===== src/rtl/xw_pkg.sv =====
package xw_pkg;

   typedef enum logic [2:0] {
      ST_IDLE, ST_L1_REQ, ST_L1_WAIT, ST_L2_REQ, ST_L2_WAIT, ST_RESP
   } xw_state_e;

   typedef enum logic [1:0] {
      DOM_DENY = 2'b00, DOM_CLIENT = 2'b01, DOM_RSVD = 2'b10, DOM_MANAGER = 2'b11
   } xw_dom_e;

   // descriptor type codes (bits 1:0)
   localparam logic [1:0] DT_COARSE  = 2'b01;
   localparam logic [1:0] DT_SECTION = 2'b10;
   localparam logic [1:0] DT_SMALL   = 2'b10;

   // descriptor field positions
   localparam int POS_B      = 2;
   localparam int POS_C      = 3;
   localparam int POS_DOM    = 5;
   localparam int POS_SUB_AP = 4;
   localparam int POS_SEC_AP = 10;
   localparam int POS_TEX    = 12;

   // fault codes
   localparam logic [3:0] FC_NONE      = 4'h0;
   localparam logic [3:0] FC_XLAT_SEC  = 4'h5;
   localparam logic [3:0] FC_XLAT_PAGE = 4'h7;
   localparam logic [3:0] FC_DOM_SEC   = 4'h9;
   localparam logic [3:0] FC_DOM_PAGE  = 4'hB;
   localparam logic [3:0] FC_EXT_L1    = 4'hC;
   localparam logic [3:0] FC_PERM_SEC  = 4'hD;
   localparam logic [3:0] FC_EXT_L2    = 4'hE;
   localparam logic [3:0] FC_PERM_PAGE = 4'hF;

endpackage


===== src/rtl/xw_addr_gen.sv =====
module xw_addr_gen #(
   parameter int AW       = 32,
   parameter int L1_IDX_W = 12,
   parameter int L2_IDX_W = 8,
   parameter bit BASE_ADD = 1'b0,
   localparam int SEC_LSB  = AW - L1_IDX_W,
   localparam int PAGE_LSB = SEC_LSB - L2_IDX_W,
   localparam int CT_LSB   = L2_IDX_W + 2
) (
   input  logic [AW-1:0]     tbl_base,
   input  logic [AW-1:0]     vaddr,
   input  logic [AW-1:CT_LSB] coarse_base,
   input  logic              pick_l2,
   output logic [AW-1:0]     fetch_addr
);
   logic [AW-1:0] l1_off, l2_off, l1_addr, l2_addr, ct_base;

   assign l1_off  = {{(AW-L1_IDX_W-2){1'b0}}, vaddr[AW-1:SEC_LSB], 2'b00};
   assign l2_off  = {{(AW-L2_IDX_W-2){1'b0}}, vaddr[SEC_LSB-1:PAGE_LSB], 2'b00};
   assign ct_base = {coarse_base, {CT_LSB{1'b0}}};

   generate
      if (CT_LSB > SEC_LSB) begin : g_bad_split
         $error("xw_addr_gen: coarse index wider than section offset");
      end
      if (BASE_ADD) begin : g_add
         assign l1_addr = tbl_base + l1_off;
         assign l2_addr = ct_base + l2_off;
      end else begin : g_or
         assign l1_addr = tbl_base | l1_off;
         assign l2_addr = ct_base | l2_off;
      end
   endgenerate

   assign fetch_addr = pick_l2 ? l2_addr : l1_addr;
endmodule


===== src/rtl/xw_perm_check.sv =====
module xw_perm_check
   import xw_pkg::*;
#(
   parameter int DOM_CNT = 16,
   localparam int DOM_W  = $clog2(DOM_CNT)
) (
   input  logic [2*DOM_CNT-1:0] dom_ctrl,
   input  logic [DOM_W-1:0]     dom,
   input  logic [1:0]           ap,
   input  logic                 is_write,
   input  logic                 is_priv,
   output logic                 dom_fault,
   output logic                 perm_fault
);
   xw_dom_e policy;
   logic    ap_ok;

   assign policy = xw_dom_e'(dom_ctrl[2*dom +: 2]);

   always_comb begin
      unique case (ap)
         2'b00:   ap_ok = 1'b0;
         2'b01:   ap_ok = is_priv;
         2'b10:   ap_ok = is_priv | ~is_write;
         default: ap_ok = 1'b1;
      endcase
   end

   assign dom_fault  = (policy == DOM_DENY) || (policy == DOM_RSVD);
   assign perm_fault = (policy == DOM_CLIENT) && !ap_ok;

   always_comb begin
      if (ap == 2'b11 && !dom_fault)
         AST_FULL_AP_PASSES: assert (!perm_fault);
      if (ap != 2'b00 && is_priv && !is_write)
         AST_PRIV_READ_PASSES: assert (!perm_fault);
   end
endmodule


===== src/rtl/xlat_walker.sv =====
module xlat_walker
   import xw_pkg::*;
#(
   parameter int AW       = 32,
   parameter int L1_IDX_W = 12,
   parameter int L2_IDX_W = 8,
   parameter int DOM_CNT  = 16,
   parameter int SUBPAGES = 4,
   parameter bit BASE_ADD = 1'b0
) (
   input  logic          clk,
   input  logic          rst_n,
   input  logic          req_valid,
   output logic          req_ready,
   input  logic [AW-1:0] req_vaddr,
   input  logic          req_write,
   input  logic          req_priv,
   input  logic [AW-1:0] cfg_tbl_base,
   input  logic [2*DOM_CNT-1:0] cfg_dom_ctrl,
   output logic          mem_req_valid,
   input  logic          mem_req_ready,
   output logic [AW-1:0] mem_req_addr,
   input  logic          mem_rsp_valid,
   input  logic [AW-1:0] mem_rsp_data,
   input  logic          mem_rsp_err,
   output logic          rsp_valid,
   output logic [AW-1:0] rsp_paddr,
   output logic          rsp_cacheable,
   output logic          rsp_bufferable,
   output logic [2:0]    rsp_tex,
   output logic          rsp_fault,
   output logic [3:0]    rsp_fault_code
);
   localparam int SEC_LSB  = AW - L1_IDX_W;
   localparam int PAGE_LSB = SEC_LSB - L2_IDX_W;
   localparam int CT_LSB   = L2_IDX_W + 2;
   localparam int DOM_W    = $clog2(DOM_CNT);
   localparam int SUB_W    = $clog2(SUBPAGES);

   generate
      if (AW != 32 || DOM_W != 4 || SUBPAGES != 4 || PAGE_LSB != 12) begin : g_bad_cfg
         $error("xlat_walker: descriptor layout needs 32-bit, 16 domains, 4 subpages, 4KB pages");
      end
   endgenerate

   xw_state_e            state_q;
   logic [AW-1:0]        va_q;
   logic                 wr_q, priv_q;
   logic [AW-1:CT_LSB]   ct_base_q;
   logic [DOM_W-1:0]     ct_dom_q;
   logic [AW-1:0]        pa_q;
   logic                 c_q, b_q;
   logic [2:0]           tex_q;
   logic [3:0]           code_q;

   logic                 in_l2;
   logic [DOM_W-1:0]     chk_dom;
   logic [1:0]           chk_ap;
   logic                 dom_fault, perm_fault;
   logic [1:0]           sub_ap [SUBPAGES];
   logic [1:0]           dtype;

   assign dtype = mem_rsp_data[1:0];
   assign in_l2 = (state_q == ST_L2_WAIT);

   for (genvar i = 0; i < SUBPAGES; i++) begin : g_sub_ap
      assign sub_ap[i] = mem_rsp_data[POS_SUB_AP + 2*i +: 2];
   end

   assign chk_dom = in_l2 ? ct_dom_q : mem_rsp_data[POS_DOM +: DOM_W];
   assign chk_ap  = in_l2 ? sub_ap[va_q[PAGE_LSB-1 -: SUB_W]]
                          : mem_rsp_data[POS_SEC_AP +: 2];

   xw_perm_check #(.DOM_CNT(DOM_CNT)) perm_i (
      .dom_ctrl   (cfg_dom_ctrl),
      .dom        (chk_dom),
      .ap         (chk_ap),
      .is_write   (wr_q),
      .is_priv    (priv_q),
      .dom_fault  (dom_fault),
      .perm_fault (perm_fault)
   );

   xw_addr_gen #(
      .AW(AW), .L1_IDX_W(L1_IDX_W), .L2_IDX_W(L2_IDX_W), .BASE_ADD(BASE_ADD)
   ) addr_i (
      .tbl_base    (cfg_tbl_base),
      .vaddr       (va_q),
      .coarse_base (ct_base_q),
      .pick_l2     (state_q == ST_L2_REQ),
      .fetch_addr  (mem_req_addr)
   );

   always_ff @(posedge clk or negedge rst_n) begin
      if (!rst_n) begin
         state_q   <= ST_IDLE;
         va_q      <= '0;
         wr_q      <= 1'b0;
         priv_q    <= 1'b0;
         ct_base_q <= '0;
         ct_dom_q  <= '0;
         pa_q      <= '0;
         c_q       <= 1'b0;
         b_q       <= 1'b0;
         tex_q     <= '0;
         code_q    <= FC_NONE;
      end else begin
         unique case (state_q)
            ST_IDLE: if (req_valid) begin
               va_q    <= req_vaddr;
               wr_q    <= req_write;
               priv_q  <= req_priv;
               state_q <= ST_L1_REQ;
            end
            ST_L1_REQ: if (mem_req_ready) state_q <= ST_L1_WAIT;
            ST_L1_WAIT: if (mem_rsp_valid) begin
               state_q <= ST_RESP;
               if (mem_rsp_err) begin
                  code_q <= FC_EXT_L1;
               end else if (dtype == DT_SECTION) begin
                  pa_q   <= {mem_rsp_data[AW-1:SEC_LSB], va_q[SEC_LSB-1:0]};
                  c_q    <= mem_rsp_data[POS_C];
                  b_q    <= mem_rsp_data[POS_B];
                  tex_q  <= mem_rsp_data[POS_TEX +: 3];
                  code_q <= dom_fault  ? FC_DOM_SEC  :
                            perm_fault ? FC_PERM_SEC : FC_NONE;
               end else if (dtype == DT_COARSE) begin
                  ct_base_q <= mem_rsp_data[AW-1:CT_LSB];
                  ct_dom_q  <= mem_rsp_data[POS_DOM +: DOM_W];
                  state_q   <= ST_L2_REQ;
               end else begin
                  code_q <= FC_XLAT_SEC;
               end
            end
            ST_L2_REQ: if (mem_req_ready) state_q <= ST_L2_WAIT;
            ST_L2_WAIT: if (mem_rsp_valid) begin
               state_q <= ST_RESP;
               if (mem_rsp_err) begin
                  code_q <= FC_EXT_L2;
               end else if (dtype == DT_SMALL) begin
                  pa_q   <= {mem_rsp_data[AW-1:PAGE_LSB], va_q[PAGE_LSB-1:0]};
                  c_q    <= mem_rsp_data[POS_C];
                  b_q    <= mem_rsp_data[POS_B];
                  tex_q  <= '0;
                  code_q <= dom_fault  ? FC_DOM_PAGE  :
                            perm_fault ? FC_PERM_PAGE : FC_NONE;
               end else begin
                  code_q <= FC_XLAT_PAGE;
               end
            end
            default: state_q <= ST_IDLE;
         endcase
      end
   end

   assign req_ready      = (state_q == ST_IDLE);
   assign mem_req_valid  = (state_q == ST_L1_REQ) || (state_q == ST_L2_REQ);
   assign rsp_valid      = (state_q == ST_RESP);
   assign rsp_paddr      = pa_q;
   assign rsp_cacheable  = c_q;
   assign rsp_bufferable = b_q;
   assign rsp_tex        = tex_q;
   assign rsp_fault_code = code_q;
   assign rsp_fault      = rsp_valid && (code_q != FC_NONE);

   AST_BUSY_AFTER_ACCEPT: assert property (@(posedge clk) disable iff (!rst_n)
      req_valid && req_ready |=> !req_ready && !rsp_valid);
   AST_RSP_ONE_PULSE: assert property (@(posedge clk) disable iff (!rst_n)
      rsp_valid |=> !rsp_valid && req_ready);
   AST_MEM_ADDR_HELD: assert property (@(posedge clk) disable iff (!rst_n)
      mem_req_valid && !mem_req_ready |=> mem_req_valid && $stable(mem_req_addr));
   AST_SECTION_ONE_READ: assert property (@(posedge clk) disable iff (!rst_n)
      state_q == ST_L1_WAIT && mem_rsp_valid && !mem_rsp_err && dtype == DT_SECTION
      |=> rsp_valid && !mem_req_valid);
   AST_COARSE_SECOND_READ: assert property (@(posedge clk) disable iff (!rst_n)
      state_q == ST_L1_WAIT && mem_rsp_valid && !mem_rsp_err && dtype == DT_COARSE
      |=> mem_req_valid && !rsp_valid);
   AST_L1_BAD_TYPE: assert property (@(posedge clk) disable iff (!rst_n)
      state_q == ST_L1_WAIT && mem_rsp_valid && !mem_rsp_err &&
      (dtype == 2'b00 || dtype == 2'b11)
      |=> rsp_valid && rsp_fault_code == FC_XLAT_SEC);
   AST_READ_ERR_ABORTS: assert property (@(posedge clk) disable iff (!rst_n)
      (state_q == ST_L1_WAIT || state_q == ST_L2_WAIT) && mem_rsp_valid && mem_rsp_err
      |=> rsp_valid && rsp_fault);
endmodule


===== config.mk =====
export PLATFORM = sky130hd
export DESIGN_NAME = xlat_walker
export DESIGN_NICKNAME = d
export VERILOG_FILES = /design/src/rtl/xw_pkg.sv /design/src/rtl/xw_addr_gen.sv /design/src/rtl/xw_perm_check.sv /design/src/rtl/xlat_walker.sv
export SDC_FILE = /design/constraint.sdc
export NUM_CORES = 1
export LEC_CHECK = 0
export CORE_MARGIN = 5
export CORE_UTILIZATION = 44
export CTS_BUF_LIST = sky130_fd_sc_hd__clkbuf_16
export DETAILED_ROUTE_END_ITERATION = 12
export GPL_ROUTABILITY_DRIVEN = 0
export PLACE_DENSITY = 0.83
export SKIP_CTS_REPAIR_TIMING = 1
export SYNTH_ARGS = -nofsm -noshare
export SYNTH_HDL_FRONTEND = slang
export SYNTH_SLANG_ARGS = --single-unit

===== constraint.sdc =====
create_clock -name clk -period 2.71 [get_ports clk]
set_clock_uncertainty 0.2 [all_clocks]
set_input_delay 0.542 -clock clk [delete_from_list [all_inputs] [get_ports clk]]
set_output_delay 0.542 -clock clk [all_outputs]
set_load 0.05 [all_outputs]

==> reports/results.ini <==
[finish]
layout-drive-gt1-share_pct=28.4
fin_area_um2=8360
final_core_util_pct=70.5
antenna_cells=0
syn_to_final_growth_pct=58.9
nNetsFinal=790
layout_commonest_cell=clkdlybuf4s50_1
fillers=833
fin_cells=806
final_cell_mix=clkdlybuf4s50_1 (175), dfrtp_1 (104), mux2_2 (90), buf_12 (39), mux2i_1 (38)

[detailed_routing]
drt-initial-drc-count=211
drc_errors=0
post_drt_via_cell_ratio=5.30
wire_per_inst_um=19.1
drt_wl_total_um=15400
ant_nets=0
first_pass_iters=4
vias=4270

[pwr]
irDropWorstVdd_v=0.000686
finalPower_mw=9.66
power_density_nw_per_um2=1160
power_leakage_nw=3.66

[cts]
clk_latency_ns=0.34
clkSinkCount=104
cts_buffer_depth=2
htree_num_levels=3
clock-root-buffer=clkbuf_16
clk_pin_slew_ns=0.07
cts_tree=done
cts-buffers-inserted=9

[timing]
hold_ws_ns=0.293
fmax_mhz=378
worstMarginPinSlew_ns=0.658
drv_slew=0
rsz0062_at_grt=no
fin_crit_ns=2.65
timing.final.ws_setup_ns=0.0635
setup_tns_ns=0
hold_viol_final=0
post-route-period-util_pct=97.7
relSlewSlack_pct=56.1
setup_viol=0

[placement]
detailed_place_hpwl_um=11800
pre_cts_slack_ns=-0.000592
port_buffers=212
dpl_cell_area_um2=8000
dp.cells=787

[yosys]
ys_top_cells_by_area=dfrtp_1 (50%), mux2_2 (19%), mux2i_1 (7.2%), mux2_1 (3.6%), nor2_1 (2.2%)
yosysWarningCount=0
synth_top_family_by_area=multiplexers
yosys.area_share.xor_xnor_pct=0
synthAdderAreaFrac_pct=0
synth_compound_area_share_pct=7.28
yosysTopAreaCell=dfrtp_1
synth-simple-area-share_pct=8.40
yosysSeqAreaShare_pct=49.5
ys_async_sr_fraction_pct=100
netlist.area_leader.share_pct=49.5
synth.ff_latch_count=104
syn_avg_cell_area_um2=12.2
synth_edf_count=0
synth_cell_types=49
synth_flop_cell=dfrtp_1
synth_area_um2=5260
synth_cells=430
synth_mux_area_share_pct=31.7
synth_nets=566

[floorplan]
num_rows=40
die_w_um=119
die_area_um2=14200
core_um2=11900
fp.dieH_um=119
start_util_pct=44.3
boundaryPins=213

[setup_path]
crit_type=flip-flop to output port
r2r_start=state_q[1]
crit_buf_inv=3
critPathCaptureType=output port
worstPathCellList=buf_4, nor2b_4, nand2_4, buf_12, mux2_2, buf_12
crit_start=state_q[1]
r2r_slack_ns=0.24
endpoint=mem_req_addr[30]
max_stage_delay_ns=0.42
worstPathArrival_ns=1.90
path_depth=6
cp-start-kind=flip-flop
required_ns=1.97
crit_family=buffers and inverters
crit_top_cell=buf_12
cp_slowest_cell=dfrtp_1
reg2reg_to=rsp_fault_code[3]
crit_fanout=14
reg2reg_depth=9

[grt]
grt_max_degree=45
grt_pass1_wl_um=24800
antenna_found_initial=0
grt_pass1_vias=4798
track_usage_pct=21.8
overflow=0

[run_status]
outcome=finished, final reports clean

[run]
drv_cap=0

[min_path]
hold_path_class=flip-flop to flip-flop

## cells by family (layout without fill, tap and decap cells)
family / count (synthesis) / in the layout
and+or+nand+nor: 89 / 89
DFF: 104 / 104
buffers and inverters: 30 / 259
AOI/OAI and AO/OA: 58 / 58
muxes: 149 / 149
## layer usage
layer,up-vias,global-route usage [%],share of wire [%]
met5,-,0,0
met4,0,10.7,3.4
met3,38,6.32,7.0
met2,157,36.0,49
met1,2085,26.0,40
li1,1990,-,-
## state kept, by name, summed over array words and instances (netlist names)
name and flops:
rsp_paddr 32, va_q 32, ct_base_q 22, ct_dom_q 4, rsp_fault_code 4, rsp_tex 3
state_q 3, priv_q 1, rsp_bufferable 1, rsp_cacheable 1, wr_q 1
## synth_stat cells (2+ instances only)
cell type and n:
buf_6 3, o21ai_2 2, mux2i_1 38, and2_1 4
nand3_1 4, nand2b_1 4, a21oi_1 17, buf_2 10
o21ai_0 18, mux4_2 2, o22ai_1 3, nor4b_1 3
a211oi_2 2, a31oi_1 3, mux2_2 90, buf_4 4
clkbuf_1 8, dfrtp_1 104, inv_1 4, nor2b_1 9
nand2_1 24, nor2_1 31, mux2_1 17
## area by class of cell
| type | instances | area, um2 | share of cell area (%) |
|---|---|---|---|
| multi-input combinational | 296 | 2530 | 30.2 |
| tap | 147 | 184 | 2.20 |
| sequential | 104 | 2600 | 31.1 |
| inverter | 4 | 15.0 | 0.180 |
| clock inverter | 7 | 62.6 | 0.749 |
| timing repair buffer | 239 | 2740 | 32.8 |
| clock buffer | 9 | 225 | 2.70 |
## worst min-delay path, stage by stage (launching register included)
cell and delay [ns]:
dfrtp_1 0.35, nand2_1 0.05, o21ai_0 0.06
## how the worst min path moves through the flow
stage	from	to	slack, ns	depth (start not counted)
3_5_place_dp	va_q[5]	rsp_paddr[5]	0.28	1
4_1_cts	rst_n	ct_dom_q[1]	-0.06	1
3_3_place_gp	rsp_tex[0]	rsp_tex[0]	0.26	2
5_1_grt	rsp_paddr[14]	rsp_paddr[14]	0.30	2
6_report	rsp_paddr[13]	rsp_paddr[13]	0.29	2
2_1_floorplan	rst_n	ct_base_q[10]	0.05	0
## report_power, final
group / total (mW) / leakage (nW) / internal, mW / switching, mW
Clock: 1.26 / 0.138 / 0.706 / 0.552
Combinational: 5.57 / 2.21 / 2.53 / 3.04
Sequential: 2.83 / 1.32 / 2.30 / 0.535
Total: 9.66 / 3.66 / 5.53 / 4.13
Note: power is estimated with default switching activity, not from simulation.
